`config.mk`:
```
export PLATFORM = sky130hd
export DESIGN_NAME = arf_top
export DESIGN_NICKNAME = d
export VERILOG_FILES = /design/src/rtl/arf_pkg.sv /design/src/rtl/arf_write_path.sv /design/src/rtl/arf_storage.sv /design/src/rtl/arf_read_port.sv /design/src/rtl/arf_top.sv
export SDC_FILE = /design/constraint.sdc
export NUM_CORES = 1
export LEC_CHECK = 0
export BUFFER_PORTS_ARGS = -buffer_cell sky130_fd_sc_hd__buf_2
export CORE_MARGIN = 2
export CORE_UTILIZATION = 50
export DETAILED_ROUTE_END_ITERATION = 8
export PLACE_DENSITY_LB_ADDON = 0.3
export SYNTH_ARGS = -nofsm -noshare
export SYNTH_HDL_FRONTEND = slang
export SYNTH_HIERARCHICAL = 1
export SYNTH_SLANG_ARGS = --single-unit
```
`constraint.sdc`:
```
create_clock -name clk -period 3.76 [get_ports clk]
set_input_delay 0.188 -clock clk [delete_from_list [all_inputs] [get_ports clk]]
set_output_delay 0.188 -clock clk [all_outputs]
set_load 0.01 [all_outputs]
```
`src/rtl/arf_pkg.sv`:
```
package arf_pkg;

    localparam int XLEN      = 32;
    localparam int NREGS     = 8;
    localparam int IDX_W     = $clog2(NREGS);
    localparam int HALF_W    = 16;
    localparam int BYTE_W    = 8;
    localparam int BYTE_REGS = 4;
    localparam int VIEW_W    = 2;

    typedef logic [XLEN-1:0]  word_t;
    typedef logic [IDX_W-1:0] idx_t;

    typedef enum logic [VIEW_W-1:0] {
        VIEW_FULL = 2'b00,
        VIEW_HALF = 2'b01,
        VIEW_LO8  = 2'b10,
        VIEW_HI8  = 2'b11
    } view_e;

    typedef struct packed {
        idx_t  idx;
        view_e view;
    } access_t;

    typedef struct packed {
        logic  en;
        idx_t  idx;
        word_t data;
    } commit_t;

    function automatic logic is_byte_view(view_e v);
        return (v == VIEW_LO8) || (v == VIEW_HI8);
    endfunction

    function automatic logic view_legal(access_t a);
        return !(is_byte_view(a.view) && (int'(a.idx) >= BYTE_REGS));
    endfunction

    function automatic word_t merge_view(word_t old_w, word_t new_w, view_e v);
        word_t r;
        r = old_w;
        unique case (v)
            VIEW_FULL: r = new_w;
            VIEW_HALF: r[HALF_W-1:0] = new_w[HALF_W-1:0];
            VIEW_LO8:  r[BYTE_W-1:0] = new_w[BYTE_W-1:0];
            VIEW_HI8:  r[HALF_W-1:BYTE_W] = new_w[BYTE_W-1:0];
        endcase
        return r;
    endfunction

    function automatic word_t extract_view(word_t w, view_e v);
        word_t r;
        r = '0;
        unique case (v)
            VIEW_FULL: r = w;
            VIEW_HALF: r[HALF_W-1:0] = w[HALF_W-1:0];
            VIEW_LO8:  r[BYTE_W-1:0] = w[BYTE_W-1:0];
            VIEW_HI8:  r[BYTE_W-1:0] = w[HALF_W-1:BYTE_W];
        endcase
        return r;
    endfunction

endpackage

```
`src/rtl/arf_write_path.sv`:
```
module arf_write_path
    import arf_pkg::*;
(
    input  logic                  we,
    input  access_t               acc,
    input  word_t                 wdata,
    input  logic [NREGS-1:0][XLEN-1:0] file,
    output commit_t               commit,
    output logic                  invalid
);
    logic  legal;
    word_t old_w;

    always_comb begin
        legal       = view_legal(acc);
        old_w       = file[acc.idx];
        invalid     = we && !legal;
        commit.en   = we && legal;
        commit.idx  = acc.idx;
        commit.data = merge_view(old_w, wdata, acc.view);
    end
endmodule

```
`src/rtl/arf_storage.sv`:
```
module arf_storage
    import arf_pkg::*;
(
    input  logic                       clk,
    input  logic                       rst,
    input  commit_t                    commit,
    output logic [NREGS-1:0][XLEN-1:0] file
);
    for (genvar g = 0; g < NREGS; g++) begin : g_reg
        always_ff @(posedge clk) begin
            if (rst) begin
                file[g] <= '0;
            end else if (commit.en && (int'(commit.idx) == g)) begin
                file[g] <= commit.data;
            end
        end
    end
endmodule

```
`src/rtl/arf_read_port.sv`:
```
module arf_read_port
    import arf_pkg::*;
(
    input  access_t                    acc,
    input  logic [NREGS-1:0][XLEN-1:0] file,
    input  commit_t                    commit,
    output word_t                      data,
    output logic                       invalid
);
    word_t src;
    logic  legal;

    always_comb begin
        legal   = view_legal(acc);
        src     = (commit.en && (commit.idx == acc.idx)) ? commit.data : file[acc.idx];
        invalid = !legal;
        data    = legal ? extract_view(src, acc.view) : '0;
    end
endmodule

```
`src/rtl/arf_top.sv`:
```
module arf_top
    import arf_pkg::*;
#(
    parameter int NUM_RD = 2
) (
    input  logic        clk,
    input  logic        rst,
    input  logic        we,
    input  logic [2:0]  wr_idx,
    input  logic [1:0]  wr_view,
    input  logic [31:0] wr_data,
    output logic        wr_invalid,
    input  logic [2:0]  rd0_idx,
    input  logic [1:0]  rd0_view,
    output logic [31:0] rd0_data,
    output logic        rd0_invalid,
    input  logic [2:0]  rd1_idx,
    input  logic [1:0]  rd1_view,
    output logic [31:0] rd1_data,
    output logic        rd1_invalid
);
    logic [NREGS-1:0][XLEN-1:0] file_q;
    commit_t                    commit;
    access_t                    wr_acc;
    access_t                    rd_acc [NUM_RD];
    word_t                      rd_dat [NUM_RD];
    logic                       rd_inv [NUM_RD];

    assign wr_acc = '{idx: wr_idx, view: view_e'(wr_view)};
    assign rd_acc[0] = '{idx: rd0_idx, view: view_e'(rd0_view)};
    assign rd_acc[1] = '{idx: rd1_idx, view: view_e'(rd1_view)};

    arf_write_path u_wr (
        .we      (we),
        .acc     (wr_acc),
        .wdata   (wr_data),
        .file    (file_q),
        .commit  (commit),
        .invalid (wr_invalid)
    );

    arf_storage u_store (
        .clk    (clk),
        .rst    (rst),
        .commit (commit),
        .file   (file_q)
    );

    for (genvar p = 0; p < NUM_RD; p++) begin : g_rd
        arf_read_port u_rd (
            .acc     (rd_acc[p]),
            .file    (file_q),
            .commit  (commit),
            .data    (rd_dat[p]),
            .invalid (rd_inv[p])
        );
    end

    assign rd0_data    = rd_dat[0];
    assign rd0_invalid = rd_inv[0];
    assign rd1_data    = rd_dat[1];
    assign rd1_invalid = rd_inv[1];
endmodule

```
=== Word level (Yosys, flattened, before mapping) ===
Index checks and enable logic that the tools add are counted.

* Divide/modulo/power cells: 0
* Equal/unequal tests: 18
* Multiply operators: 0
* Shifts and indexed selects: 0
* $lt $le $gt $ge: 6
* Bitwise gates (word level): 0
* Reductions and logical operators: 29
* Muxes and demuxes: 19
* Add/sub/neg operators: 0

{| class="wikitable"
|+ Operators by type and width
! cell !! number
|-
| binary-select mux 32 bit (select 3 bit) || 3
|-
| two-way mux 32 bit || 7
|-
| two-way mux 16 bit || 3
|-
| one-hot mux 8 bit (2 select lines) || 3
|-
| two-way mux 8 bit || 3
|-
| logical AND 1 bit || 15
|-
| == test 2 bit, second input constant || 6
|-
| == test 3 bit, second input constant || 4
|-
| < comparator 3 x 4 -> 1 bit, second input constant || 3
|-
| >= comparator 3 bit, second input constant || 3
|-
| OR reduction 3 bit || 3
|-
| == test 2 x 1 -> 1 bit, second input constant || 3
|-
| == test 3 x 2 -> 1 bit, second input constant || 2
|-
| == test 3 bit || 2
|-
| zero test 2 bit || 3
|-
| OR reduction 2 bit || 3
|-
| == test 3 x 1 -> 1 bit, second input constant || 1
|-
| zero test 3 bit || 1
|-
| logical OR 1 bit || 3
|-
| zero test 1 bit || 1
|}

* ROM bits: 0
* RAM bits: 0
* Bits of input ports: 50
* Bits in latches: 0
* Register bits: 256
* Logic and storage cells: 80
* Output and inout bits: 67
* Memories: 0

=== Longest topological paths before layout ===
* Depth after elaboration: 9
* Gate-level depth with buffers: 8
* Depth with buffers taken out: 5

=== Modules after synthesis ===
Netlist, hierarchy kept.

{| class="wikitable"
|+ By module, submodules not included
! module !! sequential area each (µm²) !! area each (µm²) !! instances !! cells an instance
|-
| arf_storage || 5124.9 || 10017.1 || 1 || 906
|-
| arf_read_port || 0.0 || 2683.8 || 2 || 224
|-
| arf_write_path || 0.0 || 2575.0 || 1 || 303
|}

=== Worst setup path after synthesis ===
No wires, ideal clock.

* Path type: input port to flip-flop
* Start: input wr_view[1]
* End: register u_store/file[21] (netlist bit)
* Path buffers: 5
* Required time: 3631 ps
* Stages: 8
* Arrival time: 1948 ps
* Slack: 1683 ps
* Library setup time: 129 ps
* Cell sequence: buf_2 -> clkbuf_1 -> a21boi_0 -> buf_2 -> or4b_4 -> buf_6 -> buf_8 -> mux2i_1

{| class="wikitable"
|+ RTL lines
! element !! line !! source
|-
| start, declared || arf_top.sv:10 || <nowiki>input logic [1:0] wr_view,</nowiki>
|-
| end signal, assigned by index || arf_storage.sv:14 || <nowiki>file[g] <= commit.data;</nowiki>
|-
| end, declared || arf_storage.sv:7 || <nowiki>output logic [NREGS-1:0][XLEN-1:0] file</nowiki>
|}

==> impl_results.md <==
- Final Max Tran Viols: 0
- Min Tclk post-route: approximately 3.1 ns
- Drt first pass iters: 5
- Drt wl/cell: ~25 um
- Routed Antenna Nets: 0
- Worst Hold Slack: about 0.23 ns
- Yosys top cell by area: dfxtp_1
- Final period util: around four fifths
- RSZ-0062 raised after global routing: no
- Worst Path Max Fanout: 5
- P per Cell Area: roughly 350 nW/um2
- CP max stage delay: roughly 0.73 ns
- Worst-path cell chain: mux2i_1, a22o_1, o31ai_1, mux2i_1, a2111oi_2, buf_2
- Initial Util: 50.62%
- Placed wire-length estimate: about 33 mm
- Placed Area: between 15000 and 20000 um2
- Layout Cells excl Fill: roughly 2.1k
- Htree depth: 1
- Most frequent CP cell: mux2i_1
- CP bufs+invs: 1
- Top FF cell, synth: dfxtp_1
- Core Footprint: ~35000 um2
- Syn nets: approximately 1.7k
- Area contributors post-synth: dfxtp_1, mux2i_1, mux4_2
- Worst-Skew Late Latency: between 0.5 and 0.6 ns
- Yosys Warn Count: 6
- Final nets: about 1.7k
- Final Hold Fails: 0
- CP arrival: about 2.9 ns
- Die area: 37450 um2
- Number of max-cap violations: 0
- Highest clock rate: approximately 330 MHz
- CP delay by family, top: compound AO/OA/AOI/OAI gates
- Placement Setup Slack: around 0.86 ns
- Area Overhead vs Synth: 8.360%
- Share of layout cells above drive strength 1: a little over a quarter
- Final GP Congestion: 0.9209
- DR DRC count: 0
- Crit Path Class: reg -> out
- Crit path max-delay cell type: o31ai_1
- Die Ht: a little under 200 um
- Worst slew pin tran: about 1.4 ns
- Setup ws final: about 0.69 ns
- Sw Share: 27.65%
- Total wire length: between 50 and 60 mm
- First-pass GRT wire length: around 82 mm
- Most frequent cell after synthesis: mux2i_1
- CTS tree: yes
- Site Rows: 69
- Final Skew: 0.01874 ns
- Biggest regs: u_store/file: 256 flops
- Yosys reg bits: 256
- Starting DRT DRC Count: between 1k and 1.5k
- Initial antenna violation count: 0
- Via count: between 10k and 15k
- Post-Layout Inst Area: 19460 um2
- Switching power: ~1.9 mW
- GR Overflow Total: 0
- GRT Total Usage: ~28%
- Largest net degree at the start of global routing: ~110
- Placed cells: between 2k and 2.5k
- Top cells by count, synth: mux2i_1, nand2b_1, dfxtp_1
- Status: complete, no violations
- Setup violators final: 0
- TritonCTS Buffers: 29
- Mapped Cells: 1657
- Root buf cell: clkbuf_16
- Die X: 193.5 um
- Reg clk slew, reported paths: roughly 0.060 ns
- Setup Fix Bufs, Post-CTS: 0
- Relative slew slack: under 10%
- Max Root-Sink Buffers: 3
- Total Negative Setup Slacks: 0 ns
- Leak Pwr: roughly 8.7 nW
- Post-synth cell types: 37
- CTS Sinks: about 260
- Via density per instance: approximately 6.4
- Seq pwr share: between 40 and 50%
- Crit. End Element: primary output
- IR drop worst, VDD: between 0.0004 and 0.0005 V
- Asr flop ratio synth: 0%
- Most flop-heavy register: u_store/file
- Combinational share of power: between 10% and 20%
- CTS Hold Buffers Added: 0
- Resized Gates After CTS: 0
- Port buffer count: about 120
- EDFF count, synth: 0
- Int Pwr: between 4 and 5 mW
- Yosys top cell area share: between 20% and 30%
- Worst setup SP type: flop
- Avg Cell Area, Syn: between 10 and 15 um2
- Hold Crit Class: in -> reg
- Req. time, crit path: ~3.6 ns
- Clock Power Share: 43.3%
- Mapped cell area: 17960 um2
- Vias in the first global route: 13.65k
- Ports: between 100 and 150
- Max FFs per register: ~260
- Seq/Total Area, Yosys: about 29%
- N_diodes: 0
final timing paths:
kind / end / start / depth (start not counted) / slack (ns)
worst max register to register: u_store/file[8]$_SDFFE_PP0P_ / u_store/file[104]$_SDFFE_PP0P_ / 5 / 1.57
worst max-delay path: rd0_data[0] / u_store/file[104]$_SDFFE_PP0P_ / 6 / 0.69
worst min register to register: u_store/file[199]$_SDFFE_PP0P_ / u_store/file[199]$_SDFFE_PP0P_ / 2 / 0.50
worst min-delay path: u_store/file[242]$_SDFFE_PP0P_ / wr_data[18] / 5 / 0.23
per-layer routing:
layer	up-vias	GRT usage, %	routed length [um]
met5	-	0	0
met4	0	9.584	1886
met3	135	5.753	4729
met2	664	42.91	23750
met1	6805	38.30	22790
li1	6101	-	-
final cells by class:
class,instances,area (um2)
Fill cell,3078,16020
Clock inverter,11,158.9
Sequential cell,256,5125
Multi-Input combinational cell,1203,11780
Timing Repair Buffer,164,1021
Clock buffer,39,803.3
Tap cell,461,576.8
power groups by stage:
stage / clock, mW / combinational, mW / sequential (mW)
after floorplan: 0 / 0.760 / 2.85
after global placement: 0 / 0.999 / 2.85
after detailed placement: 0 / 1.01 / 2.86
after CTS: 2.97 / 1.01 / 2.80
after global routing: 3.08 / 1.08 / 2.80
final: 2.93 / 1.03 / 2.80
cells in the final DEF, fill, tap and decap left out, drive strengths merged, types with 5 or more instances in the layout:
cell | Yosys | final
mux2i | 384 | 384
nand2b | 290 | 290
dfxtp | 256 | 256
buf | 117 | 164
mux4 | 136 | 136
nor2 | 66 | 66
mux2 | 64 | 64
clkbuf | 81 | 39
a211oi | 32 | 32
a22o | 32 | 32
o31ai | 32 | 32
nor3 | 32 | 32
nand2 | 28 | 28
o22ai | 24 | 24
and3 | 17 | 17
nor2b | 17 | 17
a2111oi | 16 | 16
a31oi | 8 | 8
xnor2 | 6 | 6
clkinv | 0 | 5
worst reg2reg max path: stages (launching register included):
cell      delay (ns)
dfxtp_1         0.38
mux2i_1         0.11
a22o_1          0.27
o31ai_1         0.73
nand2b_1        0.40
mux2i_1         0.24
per-stage QoR:
step / util, % / total power, mW
finish: 54.85 / 6.753
global route: 54.85 / 6.966
CTS: 54.85 / 6.784
detailed placement: 52.14 / 3.867
global placement: 52.14 / 3.854
floorplan: - / 3.605
cell families after synthesis:
kind of cell    count (synthesis)  share of synthesized area, %
compound gates                145                         6.730
xor+xnor                        6                        0.3762
buf+inv                       198                         6.319
flops                         256                         28.54
mux                           584                         42.59
simple gates                  468                         15.45
Power figures use the tool's default switching activity.
